### config.mk
export PLATFORM = sky130hd
export DESIGN_NAME = cfg_access_seq
export DESIGN_NICKNAME = d
export VERILOG_FILES = /design/src/rtl/cfg_seq_pkg.sv /design/src/rtl/cfg_req_check.sv /design/src/rtl/cfg_lane_unit.sv /design/src/rtl/cfg_wait_timer.sv /design/src/rtl/cfg_access_seq.sv
export SDC_FILE = /design/constraint.sdc
export NUM_CORES = 1
export LEC_CHECK = 0
export ABC_AREA = 1
export BUFFER_PORTS_ARGS = -buffer_cell sky130_fd_sc_hd__buf_2
export CORE_MARGIN = 4
export CORE_UTILIZATION = 55
export CTS_CLUSTER_DIAMETER = 40
export DETAILED_ROUTE_END_ITERATION = 12
export PLACE_DENSITY = 0.8
export SLEW_MARGIN = 10
export SYNTH_ARGS = -nofsm -noshare
export SYNTH_HDL_FRONTEND = slang
export SYNTH_HIERARCHICAL = 1
export SYNTH_SLANG_ARGS = --single-unit
### constraint.sdc
create_clock -name clk -period 2.4 [get_ports clk]
set_clock_uncertainty 0.1 [all_clocks]
set_input_delay 0.48 -clock clk [delete_from_list [all_inputs] [get_ports clk]]
set_output_delay 0.48 -clock clk [all_outputs]
set_load 0.005 [all_outputs]
### src/rtl/cfg_seq_pkg.sv
package cfg_seq_pkg;

    localparam int unsigned BUS_W  = 8;
    localparam int unsigned DEV_W  = 5;
    localparam int unsigned FN_W   = 3;
    localparam int unsigned OFF_W  = 8;
    localparam int unsigned DW_W   = 32;
    localparam int unsigned LANES  = DW_W / 8;

    localparam logic [1:0] SZ_BYTE = 2'd0;
    localparam logic [1:0] SZ_HALF = 2'd1;
    localparam logic [1:0] SZ_WORD = 2'd2;

    typedef enum logic [1:0] {
        ST_OK     = 2'd0,
        ST_INVAL  = 2'd1,
        ST_MABORT = 2'd2
    } rsp_status_e;

    typedef enum logic [1:0] {
        S_IDLE = 2'd0,
        S_RD   = 2'd1,
        S_WR   = 2'd2
    } seq_state_e;

    typedef struct packed {
        logic [BUS_W-1:0] bus;
        logic [DEV_W-1:0] dev;
        logic [FN_W-1:0]  func;
        logic [OFF_W-1:0] off;
        logic [1:0]       size;
        logic             write;
        logic [DW_W-1:0]  wdata;
    } cfg_req_t;

    function automatic logic [LANES-1:0] lane_mask(logic [1:0] size, logic [1:0] lane);
        logic [LANES-1:0] m;
        case (size)
            SZ_BYTE: m = LANES'(1) << lane;
            SZ_HALF: m = LANES'(3) << lane;
            default: m = '1;
        endcase
        return m;
    endfunction

endpackage

### src/rtl/cfg_req_check.sv
module cfg_req_check
    import cfg_seq_pkg::*;
#(
    parameter int unsigned MAX_DEV = 15
) (
    input  cfg_req_t        req,
    output logic            ok,
    output logic [DW_W-1:0] addr
);
    logic [OFF_W-1:0] dw_off;
    logic             dev_ok;
    logic             size_ok;
    logic             align_ok;

    assign dw_off = {req.off[OFF_W-1:2], 2'b00};

    always_comb begin
        dev_ok   = (32'(req.dev) <= MAX_DEV);
        size_ok  = (req.size != 2'd3);
        align_ok = 1'b1;
        if (req.size == SZ_WORD && req.off[1:0] != 2'b00) align_ok = 1'b0;
        if (req.size == SZ_HALF && req.off[0])             align_ok = 1'b0;
        ok = dev_ok && size_ok && align_ok;
    end

    always_comb begin
        if (req.bus == '0) begin
            addr = (DW_W'(1) << (16 + 32'(req.dev)))
                 | (DW_W'(req.func) << 8)
                 | DW_W'(dw_off);
        end else begin
            addr = (DW_W'(req.bus) << 16)
                 | (DW_W'(req.dev) << 11)
                 | (DW_W'(req.func) << 8)
                 | DW_W'(dw_off)
                 | DW_W'(1);
        end
    end
endmodule

### src/rtl/cfg_lane_unit.sv
module cfg_lane_unit
    import cfg_seq_pkg::*;
(
    input  logic [DW_W-1:0] dword,
    input  logic [DW_W-1:0] wdata,
    input  logic [1:0]      size,
    input  logic [1:0]      lane,
    output logic [DW_W-1:0] extracted,
    output logic [DW_W-1:0] merged
);
    logic [LANES-1:0] be;
    logic [DW_W-1:0]  shifted_in;
    logic [DW_W-1:0]  shifted_out;

    assign be          = lane_mask(size, lane);
    assign shifted_in  = wdata << (8 * 32'(lane));
    assign shifted_out = dword >> (8 * 32'(lane));

    always_comb begin
        case (size)
            SZ_BYTE: extracted = {{(DW_W-8){1'b0}},  shifted_out[7:0]};
            SZ_HALF: extracted = {{(DW_W-16){1'b0}}, shifted_out[15:0]};
            default: extracted = dword;
        endcase
    end

    for (genvar g = 0; g < LANES; g++) begin : g_lane
        assign merged[8*g +: 8] = be[g] ? shifted_in[8*g +: 8] : dword[8*g +: 8];
    end
endmodule

### src/rtl/cfg_wait_timer.sv
module cfg_wait_timer #(
    parameter int unsigned TIMEOUT_CYC = 64
) (
    input  logic clk,
    input  logic rst,
    input  logic run,
    input  logic ack,
    output logic expire
);
    localparam int unsigned CW = $clog2(TIMEOUT_CYC + 1);
    logic [CW-1:0] cnt;

    assign expire = run && !ack && (cnt == CW'(TIMEOUT_CYC - 1));

    always_ff @(posedge clk) begin
        if (rst || !run || ack || expire) cnt <= '0;
        else                              cnt <= cnt + CW'(1);
    end
endmodule

### src/rtl/cfg_access_seq.sv
module cfg_access_seq
    import cfg_seq_pkg::*;
#(
    parameter int unsigned TIMEOUT_CYC = 64,
    parameter int unsigned MAX_DEV     = 15
) (
    input  logic        clk,
    input  logic        rst,
    input  logic        req_valid,
    input  logic [7:0]  req_bus,
    input  logic [4:0]  req_dev,
    input  logic [2:0]  req_func,
    input  logic [7:0]  req_off,
    input  logic [1:0]  req_size,
    input  logic        req_write,
    input  logic [31:0] req_wdata,
    output logic        busy,
    output logic        done,
    output logic [1:0]  rsp_status,
    output logic [31:0] rsp_rdata,
    output logic        ini_req,
    output logic        ini_write,
    output logic [31:0] ini_addr,
    output logic [31:0] ini_wdata,
    output logic        ini_abort_clr,
    input  logic        ini_ack,
    input  logic        ini_abort,
    input  logic [31:0] ini_rdata
);
    seq_state_e      state;
    cfg_req_t        req_in;
    cfg_req_t        cur;
    rsp_status_e     status_q;
    logic            chk_ok;
    logic [DW_W-1:0] chk_addr;
    logic [DW_W-1:0] addr_q;
    logic [DW_W-1:0] wbuf;
    logic [DW_W-1:0] dword_in;
    logic [DW_W-1:0] lane_ext;
    logic [DW_W-1:0] lane_mrg;
    logic            expire;
    logic            fin;
    logic            failed;

    assign req_in = '{bus: req_bus, dev: req_dev, func: req_func, off: req_off,
                      size: req_size, write: req_write, wdata: req_wdata};

    cfg_req_check #(.MAX_DEV(MAX_DEV)) u_check (
        .req  (req_in),
        .ok   (chk_ok),
        .addr (chk_addr)
    );

    cfg_wait_timer #(.TIMEOUT_CYC(TIMEOUT_CYC)) u_timer (
        .clk    (clk),
        .rst    (rst),
        .run    (ini_req),
        .ack    (ini_ack),
        .expire (expire)
    );

    assign fin      = ini_req && (ini_ack || expire);
    assign failed   = !ini_ack || ini_abort;
    assign dword_in = failed ? '1 : ini_rdata;

    cfg_lane_unit u_lane (
        .dword     (dword_in),
        .wdata     (cur.wdata),
        .size      (cur.size),
        .lane      (cur.off[1:0]),
        .extracted (lane_ext),
        .merged    (lane_mrg)
    );

    assign busy       = (state != S_IDLE);
    assign ini_req    = (state == S_RD) || (state == S_WR);
    assign ini_write  = (state == S_WR);
    assign ini_addr   = addr_q;
    assign ini_wdata  = wbuf;
    assign rsp_status = status_q;

    always_ff @(posedge clk) begin
        if (rst) begin
            state         <= S_IDLE;
            cur           <= '0;
            addr_q        <= '0;
            wbuf          <= '0;
            done          <= 1'b0;
            status_q      <= ST_OK;
            rsp_rdata     <= '0;
            ini_abort_clr <= 1'b0;
        end else begin
            done          <= 1'b0;
            ini_abort_clr <= 1'b0;
            case (state)
                S_IDLE: begin
                    if (req_valid) begin
                        cur    <= req_in;
                        addr_q <= chk_addr;
                        if (!chk_ok) begin
                            done      <= 1'b1;
                            status_q  <= ST_INVAL;
                            rsp_rdata <= req_write ? '0 : '1;
                        end else if (req_write && req_size == SZ_WORD) begin
                            wbuf  <= req_wdata;
                            state <= S_WR;
                        end else begin
                            state <= S_RD;
                        end
                    end
                end
                S_RD: begin
                    if (fin) begin
                        if (ini_ack && ini_abort) ini_abort_clr <= 1'b1;
                        if (!cur.write) begin
                            state     <= S_IDLE;
                            done      <= 1'b1;
                            status_q  <= failed ? ST_MABORT : ST_OK;
                            rsp_rdata <= lane_ext;
                        end else if (cur.size == SZ_HALF && failed) begin
                            state     <= S_IDLE;
                            done      <= 1'b1;
                            status_q  <= ST_MABORT;
                            rsp_rdata <= '0;
                        end else begin
                            wbuf  <= lane_mrg;
                            state <= S_WR;
                        end
                    end
                end
                S_WR: begin
                    if (fin) begin
                        if (ini_ack && ini_abort) ini_abort_clr <= 1'b1;
                        state     <= S_IDLE;
                        done      <= 1'b1;
                        status_q  <= failed ? ST_MABORT : ST_OK;
                        rsp_rdata <= '0;
                    end
                end
                default: state <= S_IDLE;
            endcase
        end
    end
endmodule

==> reports/qor.csv, run 1 <==
metric,value,unit
status,finished clean,
ys.flop_type,dfxtp_1,
synth_area_per_cell,6.29,µm²
grt_max_degree,106,
slew_viol_final,0,
holdBufCountCts,0,
grt_util_all_layers,0.300,
drc,0,
synthArstFlopShare,0,
placed_cells,1664,
drt_iter0_drc,994,
yosys_warnings,6,
totalWireLength,26.9,mm
cts_tree,built,
worst_slew_pin_slew,1180,ps
p_per_area,1060,mW/mm²
netlist_area,0.00849,mm²
clock_tree.root_cell,clkbuf_16,
synthTopCellsByArea,"dfxtp_1, nand2_1, nor2_1",
r2r_slack,200,ps
grt_antenna_before_repair,4,
via_per_inst,5.45,
drv_cap,0,
synth-seq-area-share,0.344,
finalSetupTns,0,ps
grt_pass1_wl,43.2,mm
crit_arrival,1650,ps
synth.ff_latch_count,146,
clock-sinks,146,
synth_common_cells,"nand2_1, nor2_1, dfxtp_1, nand3_1, o21ai_0",
core-area,0.0151,mm²
wl_per_cell,15.8,µm
dieArea,0.0175,mm²
fin_cells,1697,
multiInputGateArea,0.00480,mm²
clk-insertion-delay-late,420,ps
period_share,0.929,
drive_gt1_frac,0.216,
grt_pass1_vias,8623,
critPathMaxFanout,36,
overflow,0,
syn-num-nets,1451,
fillCellCount,1425,
io-pin-count,199,
rsz0062_at_grt,no,
clk_pin_slew,60,ps
post_cts_buffers,0,
htreeDepth,4,
fin_hold_ws,184,ps
num_vias,9255,
setup_viol,0,
drtPass1Iterations,6,
ir_drop,0.807,mV
hold_start,rst,
startpoint,state[0],
endpoint,ini_req,
cts_buffers,17,
cp-end-kind,output port,
syn2layout_area_growth,18.8,%
synth.distinct_cells,35,
finalHoldViolCount,0,
synth-edff-count,0,
gp_congestion,0.964,
fp.dieW,132,µm
cts_buffer_depth,2,
utilization,0.665,
initial_core_util,0.560,
cp_data_required_time,1820,ps
hpwl,18.8,mm
yosysTopAreaCellShare,0.344,
hold_class,in2reg,
syn_inst,1350,
row_count,45,
start_kind,register,
nets,1596,
ant_nets,0,
finalCriticalPeriod,2230,ps
synth_top_area_cell,dfxtp_1,
yosysMostFrequentCell,nand2_1,
finalPower,0.0107,W
fmax,0.448,GHz
crit_type,reg2out,
r2r-end,rsp_rdata[27],
power.leakage,4.92,nW
portBuffers,198,
slew_headroom,0.210,
regArea,0.00292,mm²
die_y,132,µm
reg2reg_from,state[0],
ff2ff_path_depth,9,
layout make-up:
| class | instances | area share |
|---|---|---|
| timing repair buffer | 222 | 0.123 |
| clock inverter | 14 | 0.0150 |
| clock buffer | 18 | 0.0426 |
| multi-input combinational | 1028 | 0.476 |
| inverter | 80 | 0.0300 |
| tap | 188 | 0.0233 |
| antenna | 1 | 0.000248 |
| sequential | 146 | 0.290 |
worst max-delay path, stage by stage, from the launching register on:
cell     delay [ps]
dfxtp_1         400
inv_1            90
ha_1            320
buf_6           260
buf_2           170
layout by cell type, fill, tap and decap left out, types with 5 or more instances in the layout:
master	n
nand3_1	128
nand2_1	337
buf_12	5
or2_2	34
nor2_1	262
mux2i_1	32
a21oi_1	48
dfxtp_1	146
o21ai_0	112
nand2_2	12
clkbuf_16	17
buf_2	198
nand4_1	33
inv_2	7
nor2_4	7
inv_1	72
buf_4	18
state kept, by name (all words and copies together), names as in the netlist, 2 cells and up:
signal / count
ini_wdata: 32
rsp_status: 2
ini_addr: 32
u_timer/cnt: 7
cur: 37
state: 2
rsp_rdata: 32
kinds of logic (layout without fill, tap and decap cells):
kind of cell / count (synthesis) / in the layout / synth area share
simple gates: 823 / 823 / 0.418
buf+inv: 176 / 334 / 0.0913
compound gates: 165 / 165 / 0.0991
flops: 146 / 146 / 0.344
mux: 32 / 32 / 0.0377
fa+ha+maj: 5 / 5 / 0.00737
xor+xnor: 2 / 2 / 0.00206
other cells: 1 / 2 / 0.000442
worst min path at each step:
stage                      to  cells after the start
2_1_floorplan  u_timer/cnt[0]                      1
3_3_place_gp   u_timer/cnt[0]                      1
3_5_place_dp     rsp_rdata[2]                      2
4_1_cts              state[0]                      2
5_1_grt              state[0]                      2
6_report             state[0]                      2
report_power, final:
group / switching (W) / leakage [nW] / internal (W)
Clock: 0.00111 / 0.275 / 0.00154
Sequential: 0.000370 / 1.20 / 0.00303
Combinational: 0.00299 / 3.45 / 0.00165
Total: 0.00447 / 4.92 / 0.00622
stage by stage:
| step | setup slack [ps] | cell area, µm² |
|---|---|---|
| 6_report | 169 | 10100 |
| 5_1_grt | 33.1 | 10100 |
| 4_1_cts | 99.9 | 10100 |
| 3_5_place_dp | -70.3 | 9490 |
| 3_3_place_gp | -4.21 | 9490 |
| 2_1_floorplan | 469 | 8490 |
repair_timing:
| item | in CTS | in global routing |
|---|---|---|
| gates resized for setup | 1 | 2 |
| endpoints found under the setup margin | 31 | 19 |
| pin swaps | 0 | 1 |
routing by layer:
metal  GRT usage  up-vias  part of all wire
li1            -     4607                 -
met1       0.391     4210              0.42
met2       0.493      383              0.48
met3      0.0813       49             0.082
met4      0.0779        6             0.017
met5           0        -            0.0013
(Power assumes the default switching activity.)
==> inputs of run 2 (changes only) <==
CORE_UTILIZATION = 30   (was 55)
GPL_TIMING_DRIVEN = 0   (was unset)
PLACE_DENSITY = 0.49   (was 0.8)
RECOVER_POWER = 100   (was unset)
==> run 2 against run 1 <==
Against the previous run:
- critical path depth up 7
- wire length increased by 17%
- flip-flop and latch count stayed put
- die area increased by 78%
- register-to-register slack worse by 80 ps
- global-route usage decreased by 9.8 points
- design area up 3.8%
- hold slack better by 2.5 ps
- non-clock buffer count increased by 66
- critical path type is now reg2reg
==> reports/qor.csv, run 2 (synthesized netlist as in run 1, its figures left out) <==
metric,value,unit
status,finished clean,
num_vias,9257,
drive_gt1_frac,0.170,
hpwl,24.9,mm
syn2layout_area_growth,23.3,%
totalWireLength,31.5,mm
drtPass1Iterations,5,
critPathMaxFanout,10,
cp_common_cell,inv_1,
cp_data_required_time,2600,ps
rsz0062_at_grt,no,
cts_buffer_depth,2,
largest_reg_flops,37,
gp_congestion,0.901,
nets,1662,
path_cells,inv_1 -> ha_1 -> inv_1 -> nor3_1 -> o21ai_2 -> buf_4 -> nand2_4 -> nand3_4 -> buf_2 -> nand2_1 -> a21oi_1,
hold_class,in2reg,
grt_antenna_before_repair,5,
power.leakage,4.79,nW
core-area,0.0279,mm²
finalCriticalPeriod,2280,ps
cts_tree,built,
fin_ws,125,ps
clock-sinks,146,
met1_length,14.0,mm
grt_max_degree,17,
ir_drop,0.395,mV
finalHoldViolCount,0,
worst_slew_pin_slew,565,ps
dieArea,0.0310,mm²
die_y,176,µm
overflow,0,
crit_arrival,2470,ps
largest_register,cur,
clock_tree.root_cell,clkbuf_16,
top_layer,met5,
clk_pin_slew,70,ps
period_share,0.948,
wl_met2,14.2,mm
drv_cap,0,
p_per_area,1060,mW/mm²
ant_nets,0,
antenna_cells,0,
final_cell_mix,"nand2_1, nor2_1, buf_2",
fin_hold_ws,187,ps
slowest_delay,400,ps
cp_top_family,simple AND/OR/NAND/NOR gates,
htreeDepth,4,
fp.dieW,176,µm
cts_buffers,17,
wl_per_cell,16.2,µm
slowest_stage,dfxtp_1,
crit_type,reg2reg,
cp-end-kind,register,
grt_pass1_vias,8818,
layout_commonest_cell,nand2_1,
row_count,61,
finalSetupTns,0,ps
clk-insertion-delay-late,430,ps
drt_iter0_drc,631,
placed_cells,1917,
drc,0,
slew_viol_final,0,
via_per_inst,4.74,
io-pin-count,199,
setup_viol,0,
grt_util_all_layers,0.202,
start_kind,register,
pre_cts_slack,-177,ps
grt_pass1_wl,48.7,mm
fin_cells,1952,
initial_core_util,0.305,
slew_headroom,0.622,
portBuffers,189,
wl_met3,2.72,mm
fmax,0.440,GHz
critPathBufInv,4,
[run 2: path summary, 6_finish.rpt]
check | start | endpoint | slack (ps) | cells after the start
setup / recovery | state[0] | rsp_rdata[2] | 120 | 11
hold reg to reg | u_timer/cnt[0] | u_timer/cnt[0] | 360 | 1
setup reg to reg | state[0] | rsp_rdata[2] | 120 | 11
hold / removal | req_off[4] | ini_addr[4] | 190 | 3
[run 2: metrics by stage]
stage / area [µm²] / util / total power, W
finish: 10500 / 0.375 / 0.0111
detailed placement: 9900 / 0.356 / 0.00830
CTS: 10500 / 0.378 / 0.0112
global placement: 9900 / 0.356 / 0.00826
floorplan: 8490 / - / 0.00659
global route: 10500 / 0.375 / 0.0120
[run 2: cell type report]
class | instances | area [µm²]
Clock inverter | 12 | 168
Inverter | 80 | 304
Timing Repair Buffer | 192 | 887
Multi-Input combinational cell | 1028 | 4780
Fill cell | 3173 | 17400
Tap cell | 378 | 473
Buffer | 96 | 469
Clock buffer | 20 | 457
Sequential cell | 146 | 2920
[run 2: timing repair]
item	4_1_cts	5_1_grt
endpoints found under the setup margin	0	30
hold buffers	0	0
gates resized for setup	0	6
setup buffers	0	3
hold endpoints to repair	0	0
[run 2: worst reg2reg max path, delay by kind of cell, from the launching register on]
kind | cells | cell delay (ps)
simple gates | 4 | 590
buf+inv | 4 | 540
flops | 1 | 400
fa+ha+maj | 1 | 340
compound gates | 2 | 180
[run 2: metal layers]
metal | up-vias | global-route usage
li1 | 4750 | -
met4 | 8 | 0.0491
met2 | 315 | 0.324
met1 | 4141 | 0.265
met3 | 43 | 0.0632
met5 | - | 0
[run 2: report_power, final]
part           switching, W  total, W  internal (W)
registers          0.000358   0.00339       0.00303
clock network       0.00117   0.00288       0.00171
logic               0.00315   0.00481       0.00166
